### config.mk
export PLATFORM = sky130hd
export DESIGN_NAME = dcm_stream_merge
export DESIGN_NICKNAME = d
export VERILOG_FILES = /design/src/rtl/dcm_pkg.sv /design/src/rtl/dcm_byte_fifo.sv /design/src/rtl/dcm_rr_pick.sv /design/src/rtl/dcm_emitter.sv /design/src/rtl/dcm_stream_merge.sv
export SDC_FILE = /design/constraint.sdc
export NUM_CORES = 1
export LEC_CHECK = 0
export BUFFER_PORTS_ARGS = -buffer_cell sky130_fd_sc_hd__buf_2
export CAP_MARGIN = 20
export CORE_ASPECT_RATIO = 1.4
export CORE_UTILIZATION = 62
export DETAILED_ROUTE_END_ITERATION = 6
export GPL_ROUTABILITY_DRIVEN = 0
export PLACE_DENSITY_LB_ADDON = 0.08
export REMOVE_ABC_BUFFERS = 1
export SLEW_MARGIN = 40
export SYNTH_ARGS = -nofsm -noshare
export SYNTH_HDL_FRONTEND = slang
export SYNTH_SLANG_ARGS = --single-unit
### constraint.sdc
create_clock -name clk -period 4.1 [get_ports clk]
set_input_delay 0.615 -clock clk [delete_from_list [all_inputs] [get_ports clk]]
set_output_delay 0.615 -clock clk [all_outputs]
set_load 0.05 [all_outputs]
### src/rtl/dcm_pkg.sv
package dcm_pkg;

    localparam int BYTE_W        = 8;
    localparam int ADDR_W        = 4;
    localparam int LOC_REC_BYTES = 2;
    localparam int UP_REC_BYTES  = 3;
    localparam int OUT_REC_BYTES = 3;

    typedef enum logic {
        SRC_LOC = 1'b0,
        SRC_UP  = 1'b1
    } src_e;

    typedef struct packed {
        logic       busy;
        src_e       src;
        logic [1:0] idx;
    } emit_s;

    function automatic logic [BYTE_W-1:0] tag_byte(input logic [ADDR_W-1:0] id);
        return {{(BYTE_W-ADDR_W){1'b0}}, id};
    endfunction

    function automatic src_e other_src(input src_e s);
        return (s == SRC_LOC) ? SRC_UP : SRC_LOC;
    endfunction

endpackage

### src/rtl/dcm_byte_fifo.sv
module dcm_byte_fifo
    import dcm_pkg::*;
#(
    parameter int DEPTH = 16,
    localparam int PW   = (DEPTH > 1) ? $clog2(DEPTH) : 1,
    localparam int CW   = $clog2(DEPTH + 1)
) (
    input  logic              clk,
    input  logic              rst,
    input  logic              push,
    input  logic [BYTE_W-1:0] din,
    input  logic              pop,
    output logic [BYTE_W-1:0] dout,
    output logic [CW-1:0]     fill,
    output logic              full
);

    logic [BYTE_W-1:0] mem [DEPTH];
    logic [PW-1:0]     wr_ptr;
    logic [PW-1:0]     rd_ptr;
    logic              do_push;
    logic              do_pop;

    assign full    = (fill == CW'(DEPTH));
    assign do_push = push && !full;
    assign do_pop  = pop && (fill != '0);
    assign dout    = mem[rd_ptr];

    function automatic logic [PW-1:0] bump(input logic [PW-1:0] p);
        return (p == PW'(DEPTH - 1)) ? '0 : p + PW'(1);
    endfunction

    always_ff @(posedge clk) begin
        if (do_push) begin
            mem[wr_ptr] <= din;
        end
    end

    always_ff @(posedge clk) begin
        if (rst) begin
            wr_ptr <= '0;
            rd_ptr <= '0;
            fill   <= '0;
        end else begin
            if (do_push) begin
                wr_ptr <= bump(wr_ptr);
            end
            if (do_pop) begin
                rd_ptr <= bump(rd_ptr);
            end
            case ({do_push, do_pop})
                2'b10:   fill <= fill + CW'(1);
                2'b01:   fill <= fill - CW'(1);
                default: fill <= fill;
            endcase
        end
    end

endmodule

### src/rtl/dcm_rr_pick.sv
module dcm_rr_pick
    import dcm_pkg::*;
(
    input  logic loc_ok,
    input  logic up_ok,
    input  src_e last_src,
    output logic grant_any,
    output src_e grant_src
);

    always_comb begin
        grant_any = loc_ok || up_ok;
        if (loc_ok && up_ok) begin
            grant_src = other_src(last_src);
        end else if (loc_ok) begin
            grant_src = SRC_LOC;
        end else begin
            grant_src = SRC_UP;
        end
    end

endmodule

### src/rtl/dcm_emitter.sv
module dcm_emitter
    import dcm_pkg::*;
(
    input  logic              clk,
    input  logic              rst,
    input  logic              grant_any,
    input  src_e              grant_src,
    input  logic [ADDR_W-1:0] board_id,
    input  logic [BYTE_W-1:0] loc_head,
    input  logic [BYTE_W-1:0] up_head,
    input  logic              out_ready,
    output logic              out_valid,
    output logic [BYTE_W-1:0] out_data,
    output logic              loc_pop,
    output logic              up_pop,
    output src_e              last_src,
    output logic              busy,
    output logic              at_tag
);

    localparam logic [1:0] LAST_IDX = 2'(OUT_REC_BYTES - 1);

    emit_s st;
    logic  fire;

    always_comb begin
        busy      = st.busy;
        out_valid = st.busy;
        fire      = st.busy && out_ready;
        at_tag    = st.busy && (st.src == SRC_LOC) && (st.idx == 2'd0);
        if (st.src == SRC_LOC) begin
            out_data = (st.idx == 2'd0) ? tag_byte(board_id) : loc_head;
        end else begin
            out_data = up_head;
        end
        loc_pop = fire && (st.src == SRC_LOC) && (st.idx != 2'd0);
        up_pop  = fire && (st.src == SRC_UP);
    end

    always_ff @(posedge clk) begin
        if (rst) begin
            st       <= '{busy: 1'b0, src: SRC_LOC, idx: 2'd0};
            last_src <= SRC_UP;
        end else if (!st.busy) begin
            if (grant_any) begin
                st <= '{busy: 1'b1, src: grant_src, idx: 2'd0};
            end
        end else if (fire) begin
            if (st.idx == LAST_IDX) begin
                st.busy  <= 1'b0;
                st.idx   <= 2'd0;
                last_src <= st.src;
            end else begin
                st.idx <= st.idx + 2'd1;
            end
        end
    end

endmodule

### src/rtl/dcm_stream_merge.sv
module dcm_stream_merge
    import dcm_pkg::*;
#(
    parameter int LOC_DEPTH    = 16,
    parameter int UP_DEPTH     = 32,
    parameter bit HAS_UPSTREAM = 1'b1,
    localparam int LCW         = $clog2(LOC_DEPTH + 1),
    localparam int UCW         = $clog2(UP_DEPTH + 1)
) (
    input  logic       clk,
    input  logic       rst,
    input  logic [3:0] board_id,
    input  logic       loc_valid,
    input  logic [7:0] loc_data,
    output logic       loc_ready,
    input  logic       up_valid,
    input  logic [7:0] up_data,
    output logic       up_ready,
    output logic       out_valid,
    output logic [7:0] out_data,
    input  logic       out_ready
);

    logic [LCW-1:0]    loc_fill;
    logic              loc_full;
    logic [BYTE_W-1:0] loc_head;
    logic              loc_pop;
    logic [UCW-1:0]    up_fill;
    logic              up_full;
    logic [BYTE_W-1:0] up_head;
    logic              up_pop;
    logic              loc_ok;
    logic              up_ok;
    logic              grant_any;
    src_e              grant_src;
    src_e              last_src;
    logic              em_busy;
    logic              em_tag;

    dcm_byte_fifo #(.DEPTH(LOC_DEPTH)) u_loc_buf (
        .clk  (clk),
        .rst  (rst),
        .push (loc_valid),
        .din  (loc_data),
        .pop  (loc_pop),
        .dout (loc_head),
        .fill (loc_fill),
        .full (loc_full)
    );

    assign loc_ready = !loc_full;
    assign loc_ok    = (loc_fill >= LCW'(LOC_REC_BYTES));

    generate
        if (HAS_UPSTREAM) begin : g_up
            dcm_byte_fifo #(.DEPTH(UP_DEPTH)) u_up_buf (
                .clk  (clk),
                .rst  (rst),
                .push (up_valid),
                .din  (up_data),
                .pop  (up_pop),
                .dout (up_head),
                .fill (up_fill),
                .full (up_full)
            );
            assign up_ready = !up_full;
            assign up_ok    = (up_fill >= UCW'(UP_REC_BYTES));
        end else begin : g_bottom
            assign up_head  = '0;
            assign up_fill  = '0;
            assign up_full  = 1'b1;
            assign up_ready = 1'b0;
            assign up_ok    = 1'b0;
        end
    endgenerate

    dcm_rr_pick u_pick (
        .loc_ok    (loc_ok),
        .up_ok     (up_ok),
        .last_src  (last_src),
        .grant_any (grant_any),
        .grant_src (grant_src)
    );

    dcm_emitter u_emit (
        .clk       (clk),
        .rst       (rst),
        .grant_any (grant_any),
        .grant_src (grant_src),
        .board_id  (board_id),
        .loc_head  (loc_head),
        .up_head   (up_head),
        .out_ready (out_ready),
        .out_valid (out_valid),
        .out_data  (out_data),
        .loc_pop   (loc_pop),
        .up_pop    (up_pop),
        .last_src  (last_src),
        .busy      (em_busy),
        .at_tag    (em_tag)
    );

endmodule

# Word level (Yosys, flattened, before mapping)
# Memory sizes are Yosys's and may differ from the RTL's. A register that Yosys moved wholly into a read port is not among the register bits.
# Index checks and enable logic that the tools add are counted.
[totals] memories=2 reg_bits=34 ramBits=384 input_bits=25
[memory_table] memory="g_up.u_up_buf.mem" words=32 width=8 rd=1 rd_ports_with_merged_regs=1 write_ports=1 line_no="dcm_byte_fifo.sv:18" rtl="logic [BYTE_W-1:0] mem [DEPTH];"
[memory_table] memory="u_loc_buf.mem" words=16 width=8 rd=1 rd_ports_with_merged_regs=1 write_ports=1 line_no="dcm_byte_fifo.sv:18"
[classes] mux=26 n_reduce_logical=22 order_cmp=2 add_sub_neg=9 n_bitwise=2 eq_ne=12
[ops] op="$mux 4" count=5
[ops] op="$mux 5" count=4
[ops] op="$mux 8" count=2
[ops] op="$add 5x1->5 const B" count=3
[ops] op="$eq 5x5->1 const B" count=3
[ops] op="$pmux 6 s2" count=1
[ops] op="$mux 1" count=10
[ops] op="$pmux 5 s2" count=1
[ops] op="$logic_and 1x1->1" count=9
[ops] op="$add 4x1->4 const B" count=2
[ops] op="$eq 4x4->1 const B" count=2
[ops] op="$reduce_bool 2->1" count=4
[ops] op="$add 6x1->6 const B" count=1
[ops] op="$eq 2x2->1 const B" count=3
[ops] op="$eq 6x6->1 const B" count=1
[ops] op="$ge 6x2->1 const B" count=1
[ops] op="$mux 2" count=3
[ops] op="$reduce_bool 6->1" count=1
[ops] op="$sub 6x1->6 const B" count=1
[ops] op="$ge 5x2->1 const B" count=1
[ops] op="$reduce_bool 5->1" count=1
[ops] op="$sub 5x1->5 const B" count=1
[ops] op="$eq 2x1->1 const B" count=2
[ops] op="$reduce_and 2->1" count=2
[ops] op="other kinds (7)" count=9

# Depth between registers and ports, before layout
[logic_depth] ltp_word=6 ltp_mapped=13 depth_no_buf=11

# By module
# Synthesis repeated with hierarchy kept, for this count alone.
[hier_totals] hier_cells=1023 area_unflattened_um2=17439.2
[modules_own_cells] mod="dcm_byte_fifo (g_up.u_up_buf)" area_per_inst_um2=11183.2 n_inst=1 cells_each=637
[modules_own_cells] mod="dcm_byte_fifo (u_loc_buf)" area_per_inst_um2=5823.1 n_inst=1 cells_each=324
[modules_own_cells] mod="dcm_emitter" area_per_inst_um2=389.1 n_inst=1 cells_each=53
[modules_own_cells] mod="dcm_stream_merge" area_per_inst_um2=28.8 n_inst=1 cells_each=6
[modules_own_cells] mod="dcm_rr_pick" area_per_inst_um2=15.0 n_inst=1 cells_each=3

# Worst setup path before layout
# OpenSTA, ideal clock, no wires.
[synth_path] path_kind="register -> register" start="register g_up.u_up_buf.fill[1]" end="register g_up.u_up_buf.fill[4]" n_path_buf=2 required_time_ps=3968 synth_period_minus_slack_ps=3121 arrival_time_ps=2989 setup_ps=132 setup_slack_ps=979 path_stages_with_launch=14 cell_sequence="dfxtp_1 -> buf_2 -> or4_1 -> o311ai_4 -> inv_2 -> ha_1 -> clkbuf_1 -> xor2_1 -> ha_1 -> a21oi_1 -> o22ai_1 -> a222oi_1 -> or3_1 -> a21oi_1"
[synth_via] elab_chain_len=5 elab_cells_between_ends=11
[synth_lines] item="from (decl)" line_no="dcm_byte_fifo.sv:14" rtl="output logic [CW-1:0] fill,"
[synth_lines] item="from (signal assigned)" line_no="dcm_byte_fifo.sv:52" rtl="2'b10: fill <= fill + CW'(1);"
[synth_lines] item="from (signal assigned)" line_no="dcm_byte_fifo.sv:53" rtl="2'b01: fill <= fill - CW'(1);"
[synth_lines] item="from (signal assigned)" line_no="dcm_byte_fifo.sv:54" rtl="default: fill <= fill;"
[synth_lines] item="branches (longest 5 deep; another with $sub 6x1->6)"
# Parallel ways; which one is timed is not known.
# A chain may end at the register's enable or synchronous reset.

==> impl_metrics.json <==
{
  "cap_viol_max_count": 0,
  "fmax_mhz": 264.3,
  "cts_buffers": 40,
  "final.min_clock_period_ns": 3.783,
  "rsz0062_at_grt": "no",
  "worstPathArrival_ns": 3.17,
  "synthFlopType": "edfxtp_1",
  "io_buffers": 35,
  "gr-total-overflow": 0,
  "synth_cell_types": 58,
  "grt_max_degree": 40,
  "postCtsHoldBufs": 0,
  "fin_nets": 1062,
  "fin_crit_sh_pct": 92.27,
  "yosysWarnings": 0,
  "num_rows": 71,
  "dr_total_vias": 8882,
  "yosys_register_bits": 427,
  "cts_tree": "built",
  "crit_fanout": 20,
  "cp-start-kind": "flip-flop",
  "routedWlPerCell_um": 25.60,
  "clock-sinks": 427,
  "seq_area_frac_synth_pct": 71.76,
  "hold_viol": 0,
  "worstHoldPathType": "input pin to flip-flop",
  "drt_wl_total_mm": 36.04,
  "clock_path_buffers": 3,
  "power_density_mw_per_mm2": 458.8,
  "cts_max_level": 2,
  "detail-route-antenna-nets": 0,
  "drtIter0Drc": 709,
  "globalRouteTotalUtil_pct": 26.88,
  "fin_worst_skew_ns": 0.01454,
  "start_util_pct": 63.74,
  "worst_pin_slew_ns": 0.8993,
  "grt_pass1_vias": 9175,
  "relSlewSlack_pct": 39.82,
  "critical_path.cell_chain": "buf_12, mux4_2, mux2i_1, a22oi_1, o41ai_1, a31oi_1, buf_2",
  "clk_latency_ns": 0.54,
  "cts_setup_buffers": 0,
  "leakage_uw": 0.005998,
  "cts_resized": 0,
  "ios": 36,
  "post-route-util_pct": 70.88,
  "grt_antenna_before_repair": 0,
  "final_layout_size_suffix_gt1_share_pct": 22.82,
  "hpwlAfterDp_mm": 24.01,
  "synth_edf_count": 384,
  "grt_first_pass_wirelength_mm": 54.05,
  "clk_pin_slew_worst_paths_ns": 0.06,
  "critPathSlowestCell": "dfxtp_2",
  "critPathKind": "flip-flop to output port",
  "synthToLayoutAreaGrowth_pct": 11.20,
  "irDropWorstVdd_mv": 0.4474,
  "dieHeight_um": 199.5,
  "setup_viol": 0,
  "via_per_inst": 6.308,
  "max_stage_delay_ns": 0.59,
  "end_kind": "output port",
  "clockRootBuffer": "clkbuf_16",
  "hold_slack_ns": 0.4648,
  "syn_inst": 974,
  "ys_async_sr_fraction_pct": 0,
  "slew_violations": 0,
  "required_ns": 3.48,
  "drc": 0,
  "core_mm2": 0.02709,
  "die_area_mm2": 0.02853,
  "n_antenna_cell": 0,
  "syn_area_mm2": 0.01727,
  "outcome": "finished clean",
  "drt_pass1_iterations": 5,
  "avgSynthCellArea_um2": 17.73,
  "die_x_um": 143.1
}
Yosys cell counts, types with 5 or more instances:
cell      instances  share of area, %
edfxtp_1        384                67
mux4_2           89                12
nor2_1           81               1.8
dfxtp_1          43               5.0
mux2i_1          41               2.4
nand2_1          38              0.83
a21oi_1          37               1.1
clkbuf_1         27              0.59
ha_1             19               1.4
nand2b_1         16              0.58
buf_2            15              0.43
inv_1            15              0.33
nand3_1          15              0.43
a22oi_1          13              0.57
nor3_1           13              0.38
a31oi_1          10              0.36
nor2b_1           9              0.33
o21ai_0           7              0.20
nand3b_1          6              0.26
o211ai_1          6              0.26
o21ai_1           6              0.17
xor2_1            6              0.30
o22ai_1           5              0.18
or4_1             5              0.22
sequential cells by signal (all words and copies together), names as in the netlist, named ones only:
name,flops
u_emit.busy,1
u_loc_buf.fill,5
g_up.u_up_buf.mem,256
u_loc_buf.mem,128
u_emit.st,3
u_loc_buf.wr_ptr,4
u_loc_buf.rd_ptr,4
g_up.u_up_buf.wr_ptr,5
g_up.u_up_buf.rd_ptr,5
u_emit.last_src,1
g_up.u_up_buf.fill,6
metal layers:
| metal | vias up | track usage (%) | wire (um) |
|---|---|---|---|
| met5 | - | 0 | 0 |
| met3 | 82 | 4.146 | 1985 |
| met1 | 4524 | 31.10 | 13030 |
| met4 | 0 | 12.70 | 1572 |
| met2 | 321 | 48.78 | 19450 |
| li1 | 3955 | - | - |
power by group:
group          internal, uW  leakage (uW)  switching, uW
combinational          74.5       0.00155            209
sequential             4770       0.00381           23.7
clock                  2200      0.000635           1530
total                  7050       0.00600           1760
cell families after synthesis:
family | after synthesis | share of synthesized area, %
AOI/OAI and AO/OA | 105 | 4.094
DFF | 427 | 71.76
buffers and inverters | 74 | 1.942
adders and majority gates | 20 | 1.493
muxes | 136 | 14.64
and+or+nand+nor | 204 | 5.673
xor gates and xnor gates | 8 | 0.4058
worst max-delay path: cells and delay by family (launching register included):
kind,cells,cell delay (ns)
muxes,2,0.99
DFF,1,0.59
AOI/OAI and AO/OA,3,0.51
buffers and inverters,2,0.53
area by class of cell:
class | count | area, um^2
multi-input combinational | 473 | 4607
timing repair buffer | 53 | 347.8
clock inverter | 22 | 264.0
sequential | 427 | 12400
tap | 365 | 456.7
clock buffer | 46 | 1045
inverter | 22 | 82.58
fill | 1707 | 7891
placed cells by master, fill, tap and decap left out, types with 3 or more instances in the layout:
| cell type | instances |
|---|---|
| o22ai_1 | 5 |
| a21oi_1 | 37 |
| bufinv_16 | 6 |
| xor2_1 | 6 |
| nor2b_1 | 9 |
| nor3_1 | 13 |
| mux4_1 | 3 |
| o21ai_1 | 6 |
| a31oi_1 | 10 |
| or4_1 | 5 |
| o21ai_0 | 7 |
| dfxtp_1 | 38 |
| buf_12 | 3 |
| clkbuf_1 | 5 |
| buf_2 | 35 |
| edfxtp_1 | 384 |
| buf_4 | 15 |
| mux4_2 | 89 |
| nand2b_1 | 16 |
| clkinv_1 | 10 |
| and3_1 | 3 |
| o211ai_1 | 6 |
| dfxtp_2 | 4 |
| nand3b_1 | 6 |
| a22oi_1 | 13 |
| inv_1 | 15 |
| mux2i_1 | 41 |
| a311o_1 | 4 |
| or3_1 | 4 |
| inv_2 | 4 |
| nand2_1 | 38 |
| nand3_1 | 15 |
| nor2_2 | 23 |
| o41ai_1 | 3 |
| nor2_1 | 58 |
| clkbuf_16 | 41 |
| ha_1 | 19 |
| nor3b_1 | 4 |
| clkinv_2 | 5 |
stage by stage:
step,total power (uW),TNS (ns),setup WS (ns),instances,cell area [um^2]
after global routing,9014,0,0.1563,1408,19200
after global placement,5162,0,0.8163,1340,17830
after detailed placement,5172,0,0.8263,1340,17870
final,8810,0,0.3169,1408,19200
after CTS,8842,0,0.2629,1408,19180
after floorplan,5027,-1.954,-0.4261,922,17020
final timing paths:
kind,to,depth (start not counted),slack [ns],from
worst max-delay path,out_data[0],7,0.32,flip-flop
worst min-delay path,u_loc_buf.mem[8][7]$_DFFE_PP_,1,0.46,loc_data[7]
worst min register to register,g_up.u_up_buf.rd_ptr[4]$_SDFFE_PP0N_,2,0.48,g_up.u_up_buf.rd_ptr[4]$_SDFFE_PP0N_
worst max register to register,g_up.u_up_buf.fill[4]$_SDFFE_PP0P_,11,0.79,g_up.u_up_buf.fill[1]$_SDFFE_PP0P_
Note: power is estimated with default switching activity, not from simulation.
